### src/rtl/vcsr_pkg.sv
package vcsr_pkg;

   // Internal vector type state, stored in hw_vtype layout
   typedef struct packed {
      logic       ill;
      logic       ma;
      logic       ta;
      logic [2:0] sew;
      logic [2:0] lmul;
   } vshape_t;

   localparam int SHAPE_W = 9;

   // Recommended reset value: illegal set, all other fields zero
   localparam vshape_t SHAPE_RST = '{ill: 1'b1, ma: 1'b0, ta: 1'b0, sew: 3'd0, lmul: 3'd0};

   typedef enum logic [2:0] {
      SEL_START,
      SEL_SAT,
      SEL_RND,
      SEL_COMB,
      SEL_VL,
      SEL_VTYPE,
      SEL_NONE
   } csr_sel_e;

endpackage

### src/rtl/vcsr_fixpt.sv
module vcsr_fixpt (
   input  logic       clk,
   input  logic       rst_n,
   input  logic       rnd_we,
   input  logic       sat_we,
   input  logic [1:0] rnd_wval,
   input  logic       sat_wval,
   input  logic       hw_sat_set,
   output logic [1:0] rnd_q,
   output logic       sat_q
);

   logic sat_d;

   // Software write wins over a same-cycle hardware pulse
   always_comb begin
      if (sat_we) sat_d = sat_wval;
      else        sat_d = sat_q | hw_sat_set;
   end

   always_ff @(posedge clk or negedge rst_n) begin
      if (!rst_n) begin
         rnd_q <= 2'd0;
         sat_q <= 1'b0;
      end else begin
         if (rnd_we) rnd_q <= rnd_wval;
         sat_q <= sat_d;
      end
   end

endmodule

### src/rtl/vcsr_start.sv
module vcsr_start #(
   parameter int XLEN = 32,
   parameter int VLEN = 128,
   localparam int START_W = $clog2(VLEN)
) (
   input  logic               clk,
   input  logic               rst_n,
   input  logic               we,
   input  logic [XLEN-1:0]    wdata,
   output logic [START_W-1:0] start_q,
   output logic               bad_q
);

   logic overflow;

   // Any set bit above the index field means the value does not fit
   assign overflow = |wdata[XLEN-1:START_W];

   always_ff @(posedge clk or negedge rst_n) begin
      if (!rst_n) begin
         start_q <= '0;
         bad_q   <= 1'b0;
      end else if (we) begin
         start_q <= wdata[START_W-1:0];
         bad_q   <= overflow;
      end
   end

endmodule

### src/rtl/vcsr_shape.sv
module vcsr_shape
   import vcsr_pkg::*;
#(
   parameter int VLEN = 128,
   parameter bit RESET_RECOMMENDED = 1'b1,
   localparam int VL_W = $clog2(VLEN + 1)
) (
   input  logic            clk,
   input  logic            rst_n,
   input  logic            hw_we,
   input  logic [VL_W-1:0] hw_vl,
   input  vshape_t         hw_shape,
   output logic [VL_W-1:0] vl_q,
   output vshape_t         shape_q
);

   generate
      if (RESET_RECOMMENDED) begin : g_rst
         always_ff @(posedge clk or negedge rst_n) begin
            if (!rst_n) begin
               vl_q    <= '0;
               shape_q <= SHAPE_RST;
            end else if (hw_we) begin
               vl_q    <= hw_vl;
               shape_q <= hw_shape;
            end
         end
      end else begin : g_norst
         // Implementation-defined reset: the registers keep no reset
         logic unused_rst;
         assign unused_rst = rst_n;
         always_ff @(posedge clk) begin
            if (hw_we) begin
               vl_q    <= hw_vl;
               shape_q <= hw_shape;
            end
         end
      end
   endgenerate

endmodule

### src/rtl/vec_ctl_csr_file.sv
module vec_ctl_csr_file
   import vcsr_pkg::*;
#(
   parameter int          XLEN = 32,
   parameter int          VLEN = 128,
   parameter bit          RESET_RECOMMENDED = 1'b1,
   parameter logic [11:0] ADDR_START = 12'h008,
   parameter logic [11:0] ADDR_SAT   = 12'h009,
   parameter logic [11:0] ADDR_RND   = 12'h00A,
   parameter logic [11:0] ADDR_COMB  = 12'h00F,
   parameter logic [11:0] ADDR_VL    = 12'hC20,
   parameter logic [11:0] ADDR_VTYPE = 12'hC21,
   localparam int START_W = $clog2(VLEN),
   localparam int VL_W    = $clog2(VLEN + 1)
) (
   input  logic               clk,
   input  logic               rst_n,
   input  logic [11:0]        csr_addr,
   input  logic [XLEN-1:0]    csr_wdata,
   input  logic               csr_we,
   output logic [XLEN-1:0]    csr_rdata,
   output logic               illegal_acc,
   input  logic               hw_sat_set,
   input  logic               hw_cfg_we,
   input  logic [VL_W-1:0]    hw_vl,
   input  logic [SHAPE_W-1:0] hw_vtype,
   output logic [1:0]         rnd_mode,
   output logic               sat_flag,
   output logic [START_W-1:0] start_idx,
   output logic               start_bad,
   output logic [VL_W-1:0]    cur_vl,
   output logic [XLEN-1:0]    cur_vtype
);

   // Elaboration-time parameter checks
   generate
      if (XLEN != 32 && XLEN != 64) begin : g_bad_xlen
         $error("XLEN must be 32 or 64");
      end
      if (VLEN < 8 || VLEN > 65536 || (VLEN & (VLEN - 1)) != 0) begin : g_bad_vlen
         $error("VLEN must be a power of two in 8..65536");
      end
      if (VL_W >= XLEN) begin : g_bad_vlw
         $error("vector length does not fit in XLEN");
      end
   endgenerate

   csr_sel_e        sel;
   vshape_t         shape_q;
   logic [VL_W-1:0] vl_q;

   // Address decode
   always_comb begin
      unique case (csr_addr)
         ADDR_START: sel = SEL_START;
         ADDR_SAT:   sel = SEL_SAT;
         ADDR_RND:   sel = SEL_RND;
         ADDR_COMB:  sel = SEL_COMB;
         ADDR_VL:    sel = SEL_VL;
         ADDR_VTYPE: sel = SEL_VTYPE;
         default:    sel = SEL_NONE;
      endcase
   end

   assign illegal_acc = (sel == SEL_NONE);

   logic wr_rnd, wr_sat, wr_start;
   logic [1:0] rnd_wval;

   assign wr_rnd   = csr_we && (sel == SEL_RND || sel == SEL_COMB);
   assign wr_sat   = csr_we && (sel == SEL_SAT || sel == SEL_COMB);
   assign wr_start = csr_we && (sel == SEL_START);
   assign rnd_wval = (sel == SEL_COMB) ? csr_wdata[2:1] : csr_wdata[1:0];

   vcsr_fixpt u_fixpt (
      .clk        (clk),
      .rst_n      (rst_n),
      .rnd_we     (wr_rnd),
      .sat_we     (wr_sat),
      .rnd_wval   (rnd_wval),
      .sat_wval   (csr_wdata[0]),
      .hw_sat_set (hw_sat_set),
      .rnd_q      (rnd_mode),
      .sat_q      (sat_flag)
   );

   vcsr_start #(.XLEN(XLEN), .VLEN(VLEN)) u_start (
      .clk     (clk),
      .rst_n   (rst_n),
      .we      (wr_start),
      .wdata   (csr_wdata),
      .start_q (start_idx),
      .bad_q   (start_bad)
   );

   vcsr_shape #(.VLEN(VLEN), .RESET_RECOMMENDED(RESET_RECOMMENDED)) u_shape (
      .clk      (clk),
      .rst_n    (rst_n),
      .hw_we    (hw_cfg_we),
      .hw_vl    (hw_vl),
      .hw_shape (vshape_t'(hw_vtype)),
      .vl_q     (vl_q),
      .shape_q  (shape_q)
   );

   assign cur_vl    = vl_q;
   assign cur_vtype = {shape_q.ill, {(XLEN-SHAPE_W){1'b0}},
                       shape_q.ma, shape_q.ta, shape_q.sew, shape_q.lmul};

   // Read mux shows state before any same-cycle write
   always_comb begin
      csr_rdata = '0;
      unique case (sel)
         SEL_START: csr_rdata[START_W-1:0] = start_idx;
         SEL_SAT:   csr_rdata[0]           = sat_flag;
         SEL_RND:   csr_rdata[1:0]         = rnd_mode;
         SEL_COMB:  csr_rdata[2:0]         = {rnd_mode, sat_flag};
         SEL_VL:    csr_rdata[VL_W-1:0]    = vl_q;
         SEL_VTYPE: csr_rdata              = cur_vtype;
         default:   csr_rdata              = '0;
      endcase
   end

endmodule

### config.mk
export PLATFORM = sky130hd
export DESIGN_NAME = vec_ctl_csr_file
export DESIGN_NICKNAME = d
export VERILOG_FILES = /design/src/rtl/vcsr_pkg.sv /design/src/rtl/vcsr_fixpt.sv /design/src/rtl/vcsr_start.sv /design/src/rtl/vcsr_shape.sv /design/src/rtl/vec_ctl_csr_file.sv
export SDC_FILE = /design/constraint.sdc
export NUM_CORES = 1
export LEC_CHECK = 0
export ABC_AREA = 1
export BUFFER_PORTS_ARGS = -buffer_cell sky130_fd_sc_hd__buf_2
export CORE_MARGIN = 5
export CORE_UTILIZATION = 46
export DETAILED_ROUTE_END_ITERATION = 16
export GPL_TIMING_DRIVEN = 0
export HOLD_SLACK_MARGIN = 0.05
export PLACE_DENSITY = 0.95
export SETUP_SLACK_MARGIN = 0.02
export SYNTH_ARGS = -nofsm -noshare
export SYNTH_HDL_FRONTEND = slang
export SYNTH_SLANG_ARGS = --single-unit
### constraint.sdc
create_clock -name clk -period 5.4 [get_ports clk]
set_input_delay 0.81 -clock clk [delete_from_list [all_inputs] [get_ports clk]]
set_output_delay 0.81 -clock clk [all_outputs]
set_load 0.05 [all_outputs]
# Word-level counts from Yosys, hierarchy flattened
# Index checks and enable logic that the tools add are counted.
dict set report classes {
  n_addsub 0
  multipliers 0
  div_mod_pow 0
  n_lt_le_gt_ge 0
  eq_ne 12
  shifts 0
  n_mux 9
  bitwise_logic 1
  n_reduce_logical 8
}
# op count
set op_table {}
lappend op_table {{$eq A12 B4 Y1 const B} 4}
lappend op_table {{$reduce_or A25 Y1} 1}
lappend op_table {{$eq A12 B12 Y1 const B} 2}
lappend op_table {{$mux W24} 1}
lappend op_table {{$pmux W3 S6} 1}
lappend op_table {{$pmux W4 S3} 1}
lappend op_table {{$pmux W1 S5} 2}
lappend op_table {{$eq A3 B3 Y1 const B} 3}
lappend op_table {{$eq A3 B2 Y1 const B} 2}
lappend op_table {{$pmux W1 S4} 1}
lappend op_table {{$eq A3 B1 Y1 const B} 1}
lappend op_table {{$logic_and A1 B1 Y1} 3}
lappend op_table {{$logic_not A3 Y1} 1}
lappend op_table {{$logic_or A1 B1 Y1} 2}
lappend op_table {{$mux W2} 1}
lappend op_table {{$pmux W1 S2} 1}
lappend op_table {{$reduce_or A2 Y1} 1}
lappend op_table {{$mux W1} 1}
lappend op_table {{$or A1 B1 Y1} 1}
dict set report totals {
  regBits 28
  latch_bits 0
  ramBits 0
  rom_bits 0
  input_bits 66
  output_inout_bits 84
  wordCells 40
  n_memories 0
}

# Longest topological paths before layout
dict set report logic_depth {
  ltp_word 6
  ltp_mapped 16
}

# Modules after synthesis
# Synthesis repeated with hierarchy kept, for this count alone.
dict set report hier_totals {
  hier_cells 321
  area_unflattened_um2 2272.2
}
# mod instances cells_each area_each_um2 seq_area_each_um2
set modules_own_cells {}
lappend modules_own_cells {vec_ctl_csr_file 1 192 1071.0 0.0}
lappend modules_own_cells {vcsr_shape 1 72 681.9 426.7}
lappend modules_own_cells {vcsr_start 1 44 402.9 200.2}
lappend modules_own_cells {vcsr_fixpt 1 13 116.4 75.1}

# Worst setup path before layout
# Ideal clock, no wire load.
dict set report synth_path {
  kind {in2out}
  from {input port csr_addr[10]}
  to {output port csr_rdata[7]}
  arrival_ns 2.865
  required_ns 4.590
  path_slack_ns 1.725
  stages 11
  path_cell_list {nand2_1 -> nor3_2 -> nand2_1 -> nor2_4 -> inv_2 -> ha_1 -> nand3_4 -> nand2_4 -> nor3_4 -> nand2_1 -> a21oi_1}
}
dict set report synth_between {
  elab_chain_len 4
  elab_cells_between_ends 10
}
# item line
set synth_rtl {}
lappend synth_rtl {{start: declaration} vec_ctl_csr_file.sv:18} ;# input logic [11:0] csr_addr,
lappend synth_rtl {{$eq A12 B12 Y1 / $eq A12 B4 Y1 (equally long branches)} vec_ctl_csr_file.sv:54} ;# unique case (csr_addr)
lappend synth_rtl {{$pmux W3 S6 *} vec_ctl_csr_file.sv:54}
lappend synth_rtl {{$eq A3 B3 Y1} vec_ctl_csr_file.sv:113} ;# unique case (sel)
lappend synth_rtl {{$pmux W1 S2 *} vec_ctl_csr_file.sv:113}
lappend synth_rtl {{end: declaration} vec_ctl_csr_file.sv:21} ;# output logic [XLEN-1:0] csr_rdata,
# Every way passes the cells marked *; elsewhere a longest branch is shown, timed or not.

# Worst setup path after layout
dict set report layout_path {
  from {input port csr_addr[10]}
  to {output port csr_rdata[1]}
}
dict set report layout_between {
  elab_chain_len 4
  elab_cells_between_ends 13
}
# item line
set layout_rtl {}
lappend layout_rtl {{$eq A12 B12 Y1 / $eq A12 B4 Y1 (equally long branches)} vec_ctl_csr_file.sv:54}
lappend layout_rtl {{$pmux W3 S6 *} vec_ctl_csr_file.sv:54}
lappend layout_rtl {{$eq A3 B3 Y1, or another cell as far along} vec_ctl_csr_file.sv:113}
lappend layout_rtl {{$pmux W1 S5 *} vec_ctl_csr_file.sv:113}
# Marked as above.

==> flow_summary.toml <==
[global_route]
grt_first_pass_wirelength_um = 9310
first_global_vias = 2193
grt_overflow = 0
grt_util_all_layers_pct = 18.2
grt_max_degree = 29
antenna_found_initial = 0

[setup_path]
r2r_setup_slack_ns = 4.59
critical_path_peak_fanout = 6
rr_worst_depth = 2
cp_top_family = "simple AND/OR/NAND/NOR gates"
critical_path_class = "input pin to primary output"
crit_path_start_kind = "input pin"
path_depth = 15
r2r_end = "u_shape.shape_q[8]"
cp_data_required_time_ns = 4.59
crit_chain = "buf_2 -> nand2_1 -> nor3_2 -> nand2_1 -> nor2_4 -> inv_2 -> ha_1 -> nand3_4 -> nand3_1 -> nor2_2 -> nand2_1 -> nand3_1 -> nor2_1 -> nor2_1 -> buf_2"
cp-endpoint = "csr_rdata[1]"
end_kind = "primary output"
crit_path_top_delay_cell = "buf_2"
startpoint = "csr_addr[10]"
reg2reg_from = "u_shape.shape_q[8]"
max_stage_delay_ns = 0.27
timing.critical_path.mode_cell = "nand2_1"
cp.arrival_ns = 2.89
critPathBufInv = 3

[synthesis]
synthTopCellsByArea = "dfrtp_1 (31%), buf_4 (16%), nand2_1 (13%)"
synth-edff-count = 0
netlist_instances = 291
syn_area_per_cell_um2 = 7.60
synth.cell_area_um2 = 2210
yosysSeqAreaShare_pct = 31.7
synth-main-ff-cell = "dfrtp_1"
synth_top_area_share_pct = 30.5
yosysMostFrequentCell = "nand2_1"
async_flop_share_pct = 100
synth_area_leader_cell = "dfrtp_1"
synth_warnings = 0
synth-seq-cells = 28
synth.distinct_cells = 32
synth_commonest_cells = "nand2_1 (75), buf_4 (46), dfrtp_1 (27), inv_1 (27), nor2_1 (21)"

[place]
numPortBuffers = 102
dp_hpwl_um = 4970
placed_area_um2 = 2960
gp_congestion = 0.827

[floorplan]
die_w_um = 79.3
fp.dieArea_um2 = 6300
die_y_um = 79.3
num_io_pins = 150
fp.coreArea_um2 = 4690
start_util_pct = 47.1
rows = 25

[timing]
hold_viol_final = 0
min_period_ns = 3.70
fin_tns_setup_ns = 0
slew-limit-headroom_pct = 58.7
clock.fmax_mhz = 270
slew_violations = 0
max_slew.worst_pin.slew_ns = 0.619
rsz0062_at_grt = "no"
fin_worst_skew_ns = 0
setup_violations = 0
fin_crit_sh_pct = 68.5

[detailed_routing]
num_vias = 2219
drt_iter0_markers = 39
route.detailed.drc = 0
ant_nets = 0
wire_per_inst_um = 11.6
wl_um = 5750
via_per_inst = 4.47
dr.pass1.iters = 4

[clock_network]
clkSlewWorstSetupHoldPaths_ns = 0.09
cts_resized = 0
cts_buffers = 3
clock_latency_ns = 0.27
ctsLongestPathBuffers = 2
postCtsSetupRepairBufs = 0
cts-root-buf = "clkbuf_8"
cts_max_level = 1
cts_tree = "built"
cts_hold_buf = 0
cts.sinks = 28

[final_layout]
fillCellCount = 440
seq_area_um2 = 702
multi_input_area_um2 = 1180
diodes = 0
post_route_cells_drive_above_1_share_pct = 45.7
stdcell_area_um2 = 3010
fin_nets = 512
syn_to_final_growth_pct = 36.3

[pwr]
ir_worst_vdd_mv = 0.132
p_per_area_nw_per_um2 = 192
p_leak_nw = 1.81
power_uw = 578

[status]
status = "finished clean"

[min_path]
hp-class = "flop to flop"

[job]
max_cap_violations = 0
## kinds of logic after synthesis
kind of cell | after synthesis | share of synthesized area, %
AND/OR/NAND/NOR | 143 | 31.4
buffers and inverters | 86 | 22.7
flip-flops | 28 | 31.7
AO/OA/AOI/OAI | 16 | 5.09
multiplexers | 14 | 7.13
adder cells (fa/ha/maj) | 3 | 1.70
other | 1 | 0.170
## how the worst min path moves through the flow
stage,start,endpoint,slack (ns),cells past startpoint
detailed placement,u_start.bad_q,u_start.bad_q,0.47,2
finish,u_start.bad_q,u_start.bad_q,0.49,2
CTS,u_start.bad_q,u_start.bad_q,0.50,2
global route,u_start.bad_q,u_start.bad_q,0.53,2
floorplan,rst_n,u_fixpt.rnd_q[0],0.51,0
global placement,u_start.bad_q,u_start.bad_q,0.46,2
## cells in the final DEF, fill, tap and decap left out, drive strengths merged
master,synthesis,final
nand3b,1,1
nand3,18,18
buf,47,149
nand2,82,82
nor2,30,30
nand4,2,2
a21oi,1,1
ha,3,3
dfstp,1,1
clkbuf,2,6
o21ai,14,14
clkinv,1,1
inv,36,36
mux2,14,14
nor3,4,4
conb,1,46
o211ai,1,1
nor4,6,6
dfrtp,27,27
## final cells by class
cell class                      instances  share of cell area [%]
Tap cell                               54                    2.24
Multi-Input combinational cell        222                    39.0
Clock buffer                            4                    1.83
Inverter                               37                    4.61
Buffer                                 49                    12.1
Timing Repair Buffer                  102                    16.9
Sequential cell                        28                    23.3
## sequential cells by signal, indices dropped and copies added, names as in the netlist
signal and flops:
u_shape.shape_q 9, u_shape.vl_q 8, u_start.start_q 7, u_fixpt.rnd_q 2, u_fixpt.sat_q 1, u_start.bad_q 1
## metrics by stage
stage,setup slack (ns),cells,hold WS [ns],utilization [%]
2_1_floorplan,1.72,336,0.514,-
3_3_place_gp,1.72,492,0.462,63.1
3_5_place_dp,1.69,492,0.473,63.1
4_1_cts,1.68,496,0.496,64.2
5_1_grt,1.44,496,0.534,64.2
6_report,1.70,496,0.490,64.2
## worst register-to-register path, delay by kind of cell, from the launching register on
kind            cells  cell delay (ns)
compound gates      1             0.16
buf+inv             1             0.05
flops               1             0.54
## power breakdown
group / internal [mW] / switching, mW / total [mW]
Sequential: 0.223 / 0.00949 / 0.232
Clock: 0.0653 / 0.0650 / 0.130
Combinational: 0.0620 / 0.153 / 0.215
## metal layers
| layer | part of all wire, % | track usage (%) | up-vias |
|---|---|---|---|
| met5 | 0 | 0 | - |
| met4 | 1.0 | 4.12 | 0 |
| met3 | 10 | 5.22 | 7 |
| met2 | 51 | 34.4 | 88 |
| met1 | 38 | 20.0 | 1003 |
| li1 | - | - | 1121 |
(Power assumes the default switching activity.)
